**src/rtl/bar_pkg.sv**
```systemverilog
package bar_pkg;

  typedef struct packed {
    logic        we;
    logic        dw;
    logic [3:0]  be;
    logic [31:0] data;
  } cfg_req_t;

  // Bit i set when lo <= i < hi.
  function automatic logic [63:0] span_mask(int lo, int hi);
    logic [63:0] m;
    for (int i = 0; i < 64; i++) m[i] = (i >= lo) && (i < hi);
    return m;
  endfunction

  function automatic logic [3:0] type_nibble(bit wide, bit pref);
    return {pref, wide, 1'b0, 1'b0};
  endfunction

endpackage

```
**src/rtl/bar_cfg_port.sv**
```systemverilog
module bar_cfg_port
  import bar_pkg::*;
(
  input  logic        clk,
  input  logic        rst_n,
  input  logic        req_valid,
  output logic        req_ready,
  input  cfg_req_t    req,
  output logic        rsp_valid,
  input  logic        rsp_ready,
  output logic [31:0] rsp_data,
  input  logic [31:0] rd_lo,
  input  logic [31:0] rd_hi,
  output logic        wr_en
);

  logic accept;

  assign req_ready = !rsp_valid || rsp_ready;
  assign accept    = req_valid && req_ready;
  assign wr_en     = accept && req.we;

  always_ff @(posedge clk) begin
    if (!rst_n) begin
      rsp_valid <= 1'b0;
      rsp_data  <= '0;
    end else if (accept && !req.we) begin
      rsp_valid <= 1'b1;
      rsp_data  <= req.dw ? rd_hi : rd_lo;
    end else if (rsp_ready) begin
      rsp_valid <= 1'b0;
    end
  end

  a_r8_rsp_hold: assert property (@(posedge clk) disable iff (!rst_n)
    rsp_valid && !rsp_ready |=> rsp_valid && $stable(rsp_data));

  a_r8_req_block: assert property (@(posedge clk) disable iff (!rst_n)
    rsp_valid && !rsp_ready |-> !req_ready);

endmodule

```
**src/rtl/bar_regs.sv**
```systemverilog
module bar_regs
  import bar_pkg::*;
#(
  parameter bit IS_64     = 1'b1,
  parameter int SIZE_LOG2 = 8,
  parameter bit PREFETCH  = 1'b1
) (
  input  logic        clk,
  input  logic        rst_n,
  input  logic        wr_en,
  input  logic        wr_dw,
  input  logic [3:0]  wr_be,
  input  logic [31:0] wr_data,
  output logic [63:0] base,
  output logic [31:0] rd_lo,
  output logic [31:0] rd_hi
);

  localparam int          BAR_W = IS_64 ? 64 : 32;
  localparam int          LOW_CUT = (SIZE_LOG2 < 4) ? 4 : SIZE_LOG2;
  localparam logic [63:0] WMASK = span_mask(LOW_CUT, BAR_W);
  localparam logic [3:0]  TYPE  = type_nibble(IS_64, PREFETCH);

  logic [63:0] bar_q;

  for (genvar l = 0; l < 8; l++) begin : g_lane
    localparam int DW = l / 4;
    localparam int BL = l % 4;
    always_ff @(posedge clk) begin
      if (!rst_n)
        bar_q[l*8 +: 8] <= '0;
      else if (wr_en && (wr_dw == DW[0]) && wr_be[BL])
        bar_q[l*8 +: 8] <= wr_data[BL*8 +: 8] & WMASK[l*8 +: 8];
    end
  end

  assign base  = bar_q;
  assign rd_lo = {bar_q[31:4], TYPE};
  assign rd_hi = bar_q[63:32];

  a_r4_lane_keep: assert property (@(posedge clk) disable iff (!rst_n)
    wr_en && !wr_dw && !wr_be[0] |=> $stable(bar_q[7:0]));

  a_r4_hi_keep: assert property (@(posedge clk) disable iff (!rst_n)
    wr_en && !wr_dw |=> $stable(bar_q[63:32]));

endmodule

```
**src/rtl/bar_addr_match.sv**
```systemverilog
module bar_addr_match #(
  parameter int ADDR_W    = 64,
  parameter int SIZE_LOG2 = 8
) (
  input  logic                 clk,
  input  logic                 rst_n,
  input  logic                 mem_en,
  input  logic [63:0]          base,
  input  logic                 in_valid,
  output logic                 in_ready,
  input  logic [ADDR_W-1:0]    in_addr,
  output logic                 out_valid,
  input  logic                 out_ready,
  output logic                 out_hit,
  output logic [SIZE_LOG2-1:0] out_off
);

  logic accept, hit_c;

  assign in_ready = !out_valid || out_ready;
  assign accept   = in_valid && in_ready;
  assign hit_c    = mem_en &&
                    (in_addr[ADDR_W-1:SIZE_LOG2] == base[ADDR_W-1:SIZE_LOG2]);

  always_ff @(posedge clk) begin
    if (!rst_n) begin
      out_valid <= 1'b0;
      out_hit   <= 1'b0;
      out_off   <= '0;
    end else if (accept) begin
      out_valid <= 1'b1;
      out_hit   <= hit_c;
      out_off   <= hit_c ? in_addr[SIZE_LOG2-1:0] : '0;
    end else if (out_ready) begin
      out_valid <= 1'b0;
    end
  end

  a_r7_disabled_miss: assert property (@(posedge clk) disable iff (!rst_n)
    accept && !mem_en |=> out_valid && !out_hit);

  a_r9_out_hold: assert property (@(posedge clk) disable iff (!rst_n)
    out_valid && !out_ready |=> out_valid && $stable(out_hit) && $stable(out_off));

  a_r9_in_block: assert property (@(posedge clk) disable iff (!rst_n)
    out_valid && !out_ready |-> !in_ready);

endmodule

```
**src/rtl/sized_bar.sv**
```systemverilog
module sized_bar
  import bar_pkg::*;
#(
  parameter bit IS_64     = 1'b1,
  parameter int SIZE_LOG2 = 8,
  parameter bit PREFETCH  = 1'b1,
  parameter int ADDR_W    = 64
) (
  input  logic                 clk,
  input  logic                 rst_n,
  input  logic                 mem_en,
  input  logic                 cfg_req_valid,
  output logic                 cfg_req_ready,
  input  logic                 cfg_req_we,
  input  logic                 cfg_req_dw,
  input  logic [3:0]           cfg_req_be,
  input  logic [31:0]          cfg_req_wdata,
  output logic                 cfg_rsp_valid,
  input  logic                 cfg_rsp_ready,
  output logic [31:0]          cfg_rsp_data,
  input  logic                 dec_in_valid,
  output logic                 dec_in_ready,
  input  logic [ADDR_W-1:0]    dec_in_addr,
  output logic                 dec_out_valid,
  input  logic                 dec_out_ready,
  output logic                 dec_out_hit,
  output logic [SIZE_LOG2-1:0] dec_out_off
);

  cfg_req_t    req;
  logic        wr_en;
  logic [63:0] base;
  logic [31:0] rd_lo, rd_hi;

  assign req = '{we: cfg_req_we, dw: cfg_req_dw, be: cfg_req_be, data: cfg_req_wdata};

  bar_cfg_port u_port (
    .clk       (clk),
    .rst_n     (rst_n),
    .req_valid (cfg_req_valid),
    .req_ready (cfg_req_ready),
    .req       (req),
    .rsp_valid (cfg_rsp_valid),
    .rsp_ready (cfg_rsp_ready),
    .rsp_data  (cfg_rsp_data),
    .rd_lo     (rd_lo),
    .rd_hi     (rd_hi),
    .wr_en     (wr_en)
  );

  bar_regs #(.IS_64(IS_64), .SIZE_LOG2(SIZE_LOG2), .PREFETCH(PREFETCH)) u_regs (
    .clk     (clk),
    .rst_n   (rst_n),
    .wr_en   (wr_en),
    .wr_dw   (req.dw),
    .wr_be   (req.be),
    .wr_data (req.data),
    .base    (base),
    .rd_lo   (rd_lo),
    .rd_hi   (rd_hi)
  );

  bar_addr_match #(.ADDR_W(ADDR_W), .SIZE_LOG2(SIZE_LOG2)) u_match (
    .clk       (clk),
    .rst_n     (rst_n),
    .mem_en    (mem_en),
    .base      (base),
    .in_valid  (dec_in_valid),
    .in_ready  (dec_in_ready),
    .in_addr   (dec_in_addr),
    .out_valid (dec_out_valid),
    .out_ready (dec_out_ready),
    .out_hit   (dec_out_hit),
    .out_off   (dec_out_off)
  );

endmodule

```
**config.mk**
```make
export PLATFORM = sky130hd
export DESIGN_NAME = sized_bar
export DESIGN_NICKNAME = d
export VERILOG_FILES = /design/src/rtl/bar_pkg.sv /design/src/rtl/bar_cfg_port.sv /design/src/rtl/bar_regs.sv /design/src/rtl/bar_addr_match.sv /design/src/rtl/sized_bar.sv
export SDC_FILE = /design/constraint.sdc
export NUM_CORES = 1
export LEC_CHECK = 0
export ABC_AREA = 1
export BUFFER_PORTS_ARGS = -buffer_cell sky130_fd_sc_hd__buf_2
export CAP_MARGIN = 20
export CORE_AREA = 4 4 78 134
export CTS_CLUSTER_DIAMETER = 150
export CTS_CLUSTER_SIZE = 30
export DETAILED_ROUTE_END_ITERATION = 7
export DIE_AREA = 0 0 82 138
export GPL_TIMING_DRIVEN = 0
export PLACE_DENSITY = 0.91
export RECOVER_POWER = 50
export SETUP_SLACK_MARGIN = 0.1
export SYNTH_ARGS = -nofsm -noshare
export SYNTH_HDL_FRONTEND = slang
export SYNTH_SLANG_ARGS = --single-unit
```
**constraint.sdc**
```tcl
create_clock -name clk -period 1.43 [get_ports clk]
set_input_delay 0.0715 -clock clk [delete_from_list [all_inputs] [get_ports clk]]
set_output_delay 0.0715 -clock clk [all_outputs]
set_load 0.01 [all_outputs]
```
# Yosys cells after proc, flatten, opt, wreduce, memory -nomap -nowiden
# Cells that the tools add are included.
# classes
mux	6
reduce_logical	21
bitwise_logic	1
eq_ne	1
# ops
operator	n
$eq 56x56->1	1
$mux 32	1
$logic_and 1x1->1	14
$mux 8	1
$mux 1	4
$reduce_bool 2->1	2
$logic_not 1->1	3
$logic_or 1x1->1	2
$not 1->1	1
# totals
output_inout_bits	45
register_bits	99
wordCells	41
in_bits	109

# Logic depth before layout (Yosys ltp)
# depth
ltp_word	6
mapped_depth	10
mapped_depth_nobuf	10

# Hierarchy
# Synthesis repeated with hierarchy kept, for this count alone.
# hier_totals
cells_unflattened	1083
area_unflattened_um2	6170.9
# by_module_without_submodules
mod	area_each_um2	seq_area_each_um2	instances	cells_each
bar_regs	2840.2	1121.1	1	431
bar_cfg_port	1820.5	660.6	1	316
bar_addr_match	1510.2	200.2	1	336

# Worst setup path after synthesis
# OpenSTA, ideal clock, no wires.
# synth_path
path_kind	register -> register
startpoint	reg u_port.rsp_valid
endpoint	reg u_port.rsp_data[21]
slack_ns	0.157
path_buffers	2
stages_incl_launch_ff	9
period_less_slack_ns	1.273
setup_time_ns	0.125
t_arrival_ns	1.148
path_cell_list	dfxtp_1 inv_1 nor2_1 inv_2 nand2_1 nor2_2 buf_2 buf_2 a31oi_1
# synth_between
elab_chain_len	4
# synth_rtl
item	line	text
start: declaration	bar_cfg_port.sv:9	output logic rsp_valid,
start signal: assignment	bar_cfg_port.sv:25	rsp_valid <= 1'b0;
start signal: assignment	bar_cfg_port.sv:28	rsp_valid <= 1'b1;
start signal: assignment	bar_cfg_port.sv:31	rsp_valid <= 1'b0;
$logic_not 1->1	bar_cfg_port.sv:19	assign req_ready = !rsp_valid || rsp_ready;
$logic_or 1x1->1	bar_cfg_port.sv:19	
named net cfg_req_ready	sized_bar.sv:13	output logic cfg_req_ready,
$logic_and 1x1->1	bar_cfg_port.sv:20	assign accept = req_valid && req_ready;
$logic_and 1x1->1	bar_cfg_port.sv:27	end else if (accept && !req.we) begin
end signal: assignment	bar_cfg_port.sv:29	rsp_data <= req.dw ? rd_hi : rd_lo;
end: declaration	bar_cfg_port.sv:11	output logic [31:0] rsp_data,
# The timed path passes the listed nets, and every way through them passes these cells.
# A chain may end at the register's enable or synchronous reset.

# Worst setup path in the final report
# layout_path
startpoint	reg u_regs.bar_q[42] (netlist: u_regs.base[42])
endpoint	reg u_match.out_off[1]
# layout_between
elab_chain_len	3
# layout_rtl
item	line	text
start: declaration	bar_regs.sv:24	logic [63:0] bar_q;
start signal: indexed assignment	bar_regs.sv:33	bar_q[l*8 +: 8] <= wr_data[BL*8 +: 8] & WMASK[l*8 +: 8];
$eq 56x56->1	bar_addr_match.sv:23	(in_addr[ADDR_W-1:SIZE_LOG2] == base[ADDR_W-1:SIZE_LOG2]);
$logic_and 1x1->1	bar_addr_match.sv:22	assign hit_c = mem_en &&
$mux 8	bar_addr_match.sv:33	out_off <= hit_c ? in_addr[SIZE_LOG2-1:0] : '0;
end signal: assignment	bar_addr_match.sv:33	
end: declaration	bar_addr_match.sv:15	output logic [SIZE_LOG2-1:0] out_off
# No other way between the ends.

==> out/metrics.cfg <==
[place]
dpl_worst_slack_ns=-0.196
dp_hpwl_um=12300
place_area_mm2=0.00561
gp_congestion=0.952
port_buffers=152

[flow_run]
max_cap_violations=0

[sta]
hold_slack_ns=-0.0115
finalCritPeriodShare_pct=127
timing.final.hold_violations=2
layout_min_cycle_time_ns=1.82
worst_slew_pin_slew_ns=0.892
setup_slack_ns=-0.386
fin_worst_skew_ns=0.00713
fmax_mhz=551
setup_viol=45
drv_slew=0
slew_headroom_pct=40.5
tns_ns=-5.08
rsz0062_at_grt=yes

[setup_path]
path_max_fanout=7
worstReg2RegStart=u_regs.base[42]$_SDFFE_PN0P_
cp_data_required_time_ns=1.72
crit_type=flop to flop
start_kind=flop
cp_top_family=simple AND/OR/NAND/NOR gates
critPathMaxStageDelay_ns=0.34
slowest_stage=dfxtp_1
endpoint_kind=flop
worst-path-buf-inv=2
cp.arrival_ns=2.11
critPathMostFrequentCell=nand2_1
r2r_cells=11
r2r_end=u_match.out_off[1]$_SDFFE_PN0P_
r2r_setup_slack_ns=-0.39
crit_chain=inv_1 > nand2_1 > nand2_1 > nor2_2 > nand2_1 > nor2_1 > nand2_1 > nor2_4 > buf_12 > nand3_1 > a21oi_1

[clocking]
htreeDepth=3
cts_tree=built
cts_buffers=9
clk_pin_slew_ns=0.07
cts_root_buf=clkbuf_16
clkLatencyLatePin_ns=0.36
clock_sinks=99
clock_path_buffers=2

[finish]
layout_common_cells=198 x nand2_1, 110 x buf_2, 66 x inv_1
drive_gt1_share_pct=42.7
multi_input_area_mm2=0.00273
seq_area_mm2=0.00203
finalInstanceArea_mm2=0.00715
nFillCells=613
layout_commonest_cell=nand2_1
area.growth.synth_to_final_pct=52.2
nNetsFinal=1051

[power]
leakage_nw=3.04
p_per_area_mw_per_mm2=1000
ir_worst_vdd_v=0.000937

[global_route]
antenna_found_initial=1
grt_overflow=0
grt_use_total_pct=32.3
grt_max_degree=17
grt_pass1_vias=5554
grt_first_pass_wirelength_um=27600

[routing]
vias=6162
drt-total-wl_um=21500
drtPass1Iterations=8
detail-route-antenna-nets=0
drc=0
drtIter0Drc=722
wl_per_cell_um=20.1
vias_per_cell=5.76

[worst_hold_path]
hp-start=cfg_req_wdata[1]
min_path_type=input port to flop
hold-path-cell-count=3
holdPathEnd=u_regs.base[33]$_SDFFE_PN0P_

[synth]
synth_fp_nets=834
ys_seq_elements=99
synth_warnings=0
netlist_area_mm2=0.00470
avgSynthCellArea_um2=6.48
syn_inst=725
ys_types=20
synth-seq-area-share_pct=42.2

[outcome]
violations=negative hold slack, negative setup slack
status=complete, but fails checks

[die]
initial_core_util_pct=49.9
dieArea_mm2=0.0113
die_w_um=82
die_h_um=138
io_pins=154
rows=47
core_area_mm2=0.00941

kinds of logic after synthesis:
family,share of synthesized area (%)
compound gates,20.1
xor+xnor,1.12
buf+inv,11.9
flops,42.2
simple gates,24.7
state kept, by name, summed over array words and instances, names as in the netlist:
register	flops
u_match.out_hit	1
u_regs.base	56
u_match.out_valid	1
u_port.rsp_data	32
u_port.rsp_valid	1
u_match.out_off	8
stage by stage:
step                std cells  total power [mW]  util [%]  hold slack (ns)
floorplan                 725              3.42         -            0.206
CTS                      1046              6.87      69.9         0.000155
global placement          999              3.80      59.6            0.304
finish                   1070              7.17      76.0          -0.0115
global route             1070              7.34      76.0          0.00265
detailed placement        999              3.82      59.6            0.325
worst reg2reg max path: stages, from the launching register on:
cell	delay, ns
dfxtp_1	0.34
inv_1	0.08
nand2_1	0.07
nand2_1	0.08
nor2_2	0.24
nand2_1	0.12
nor2_1	0.15
nand2_1	0.11
nor2_4	0.18
buf_12	0.16
nand3_1	0.10
a21oi_1	0.13
synth_stat cells:
cell	count	area [µm²]
nand2_1	221	830
dfxtp_1	99	1980
inv_1	79	297
o21ai_0	70	350
a21oi_1	67	335
nor2_1	48	180
inv_2	35	131
a31oi_1	26	163
o21ai_1	19	95.1
clkbuf_1	16	60.1
nand3_1	16	80.1
buf_2	13	65.1
xnor2_1	6	52.6
nand2_2	2	12.5
nor2_2	2	12.5
nor2_4	2	22.5
buf_1	1	3.75
nand4_1	1	6.26
nand4_2	1	12.5
or2_2	1	6.26
worst max path at each step:
stage	from	depth (start not counted)	slack, ns	to
after global placement	u_port.rsp_valid$_SDFFE_PN0P_	9	-0.19	u_regs.base[54]$_SDFFE_PN0P_
after global routing	u_regs.base[42]$_SDFFE_PN0P_	11	-0.40	u_match.out_off[4]$_SDFFE_PN0P_
after detailed placement	u_port.rsp_valid$_SDFFE_PN0P_	9	-0.20	u_regs.base[54]$_SDFFE_PN0P_
after floorplan	u_port.rsp_valid$_SDFFE_PN0P_	8	0.16	u_port.rsp_data[21]$_SDFFE_PN0P_
after CTS	u_regs.base[59]$_SDFFE_PN0P_	11	-0.04	u_match.out_off[3]$_SDFFE_PN0P_
final	u_regs.base[42]$_SDFFE_PN0P_	11	-0.39	u_match.out_off[1]$_SDFFE_PN0P_
cell type report:
class / count / area share, %
inverter: 114 / 6.21
buffer: 30 / 2.85
multi-input combinational: 484 / 38.2
tap: 122 / 2.13
clock inverter: 7 / 1.96
sequential: 99 / 28.4
clock buffer: 9 / 3.15
antenna: 1 / 0.0350
timing repair buffer: 204 / 17.0
power by group:
| group | switching [mW] | total [mW] | internal (mW) |
|---|---|---|---|
| sequential | 0.0892 | 2.96 | 2.87 |
| combinational | 0.728 | 1.19 | 0.460 |
| clock | 1.14 | 3.02 | 1.88 |
| total | 1.96 | 7.17 | 5.22 |
repair_timing:
item,CTS,global route
pin swaps,39,63
endpoints found under the setup margin,89,98
hold buffers,17,0
hold endpoints to repair,17,0
gates cloned,8,4
resized for setup,135,185
setup buffers,6,19
routing by layer:
layer / wire (µm) / global-route usage (%) / vias up
met4: 2150 / 25.9 / 0
met2: 10100 / 53.8 / 533
met3: 2660 / 6.71 / 165
met5: 0 / 0 / -
met1: 6570 / 33.5 / 2731
li1: - / - / 2733
No activity file was read; power rests on OpenSTA's default activity.
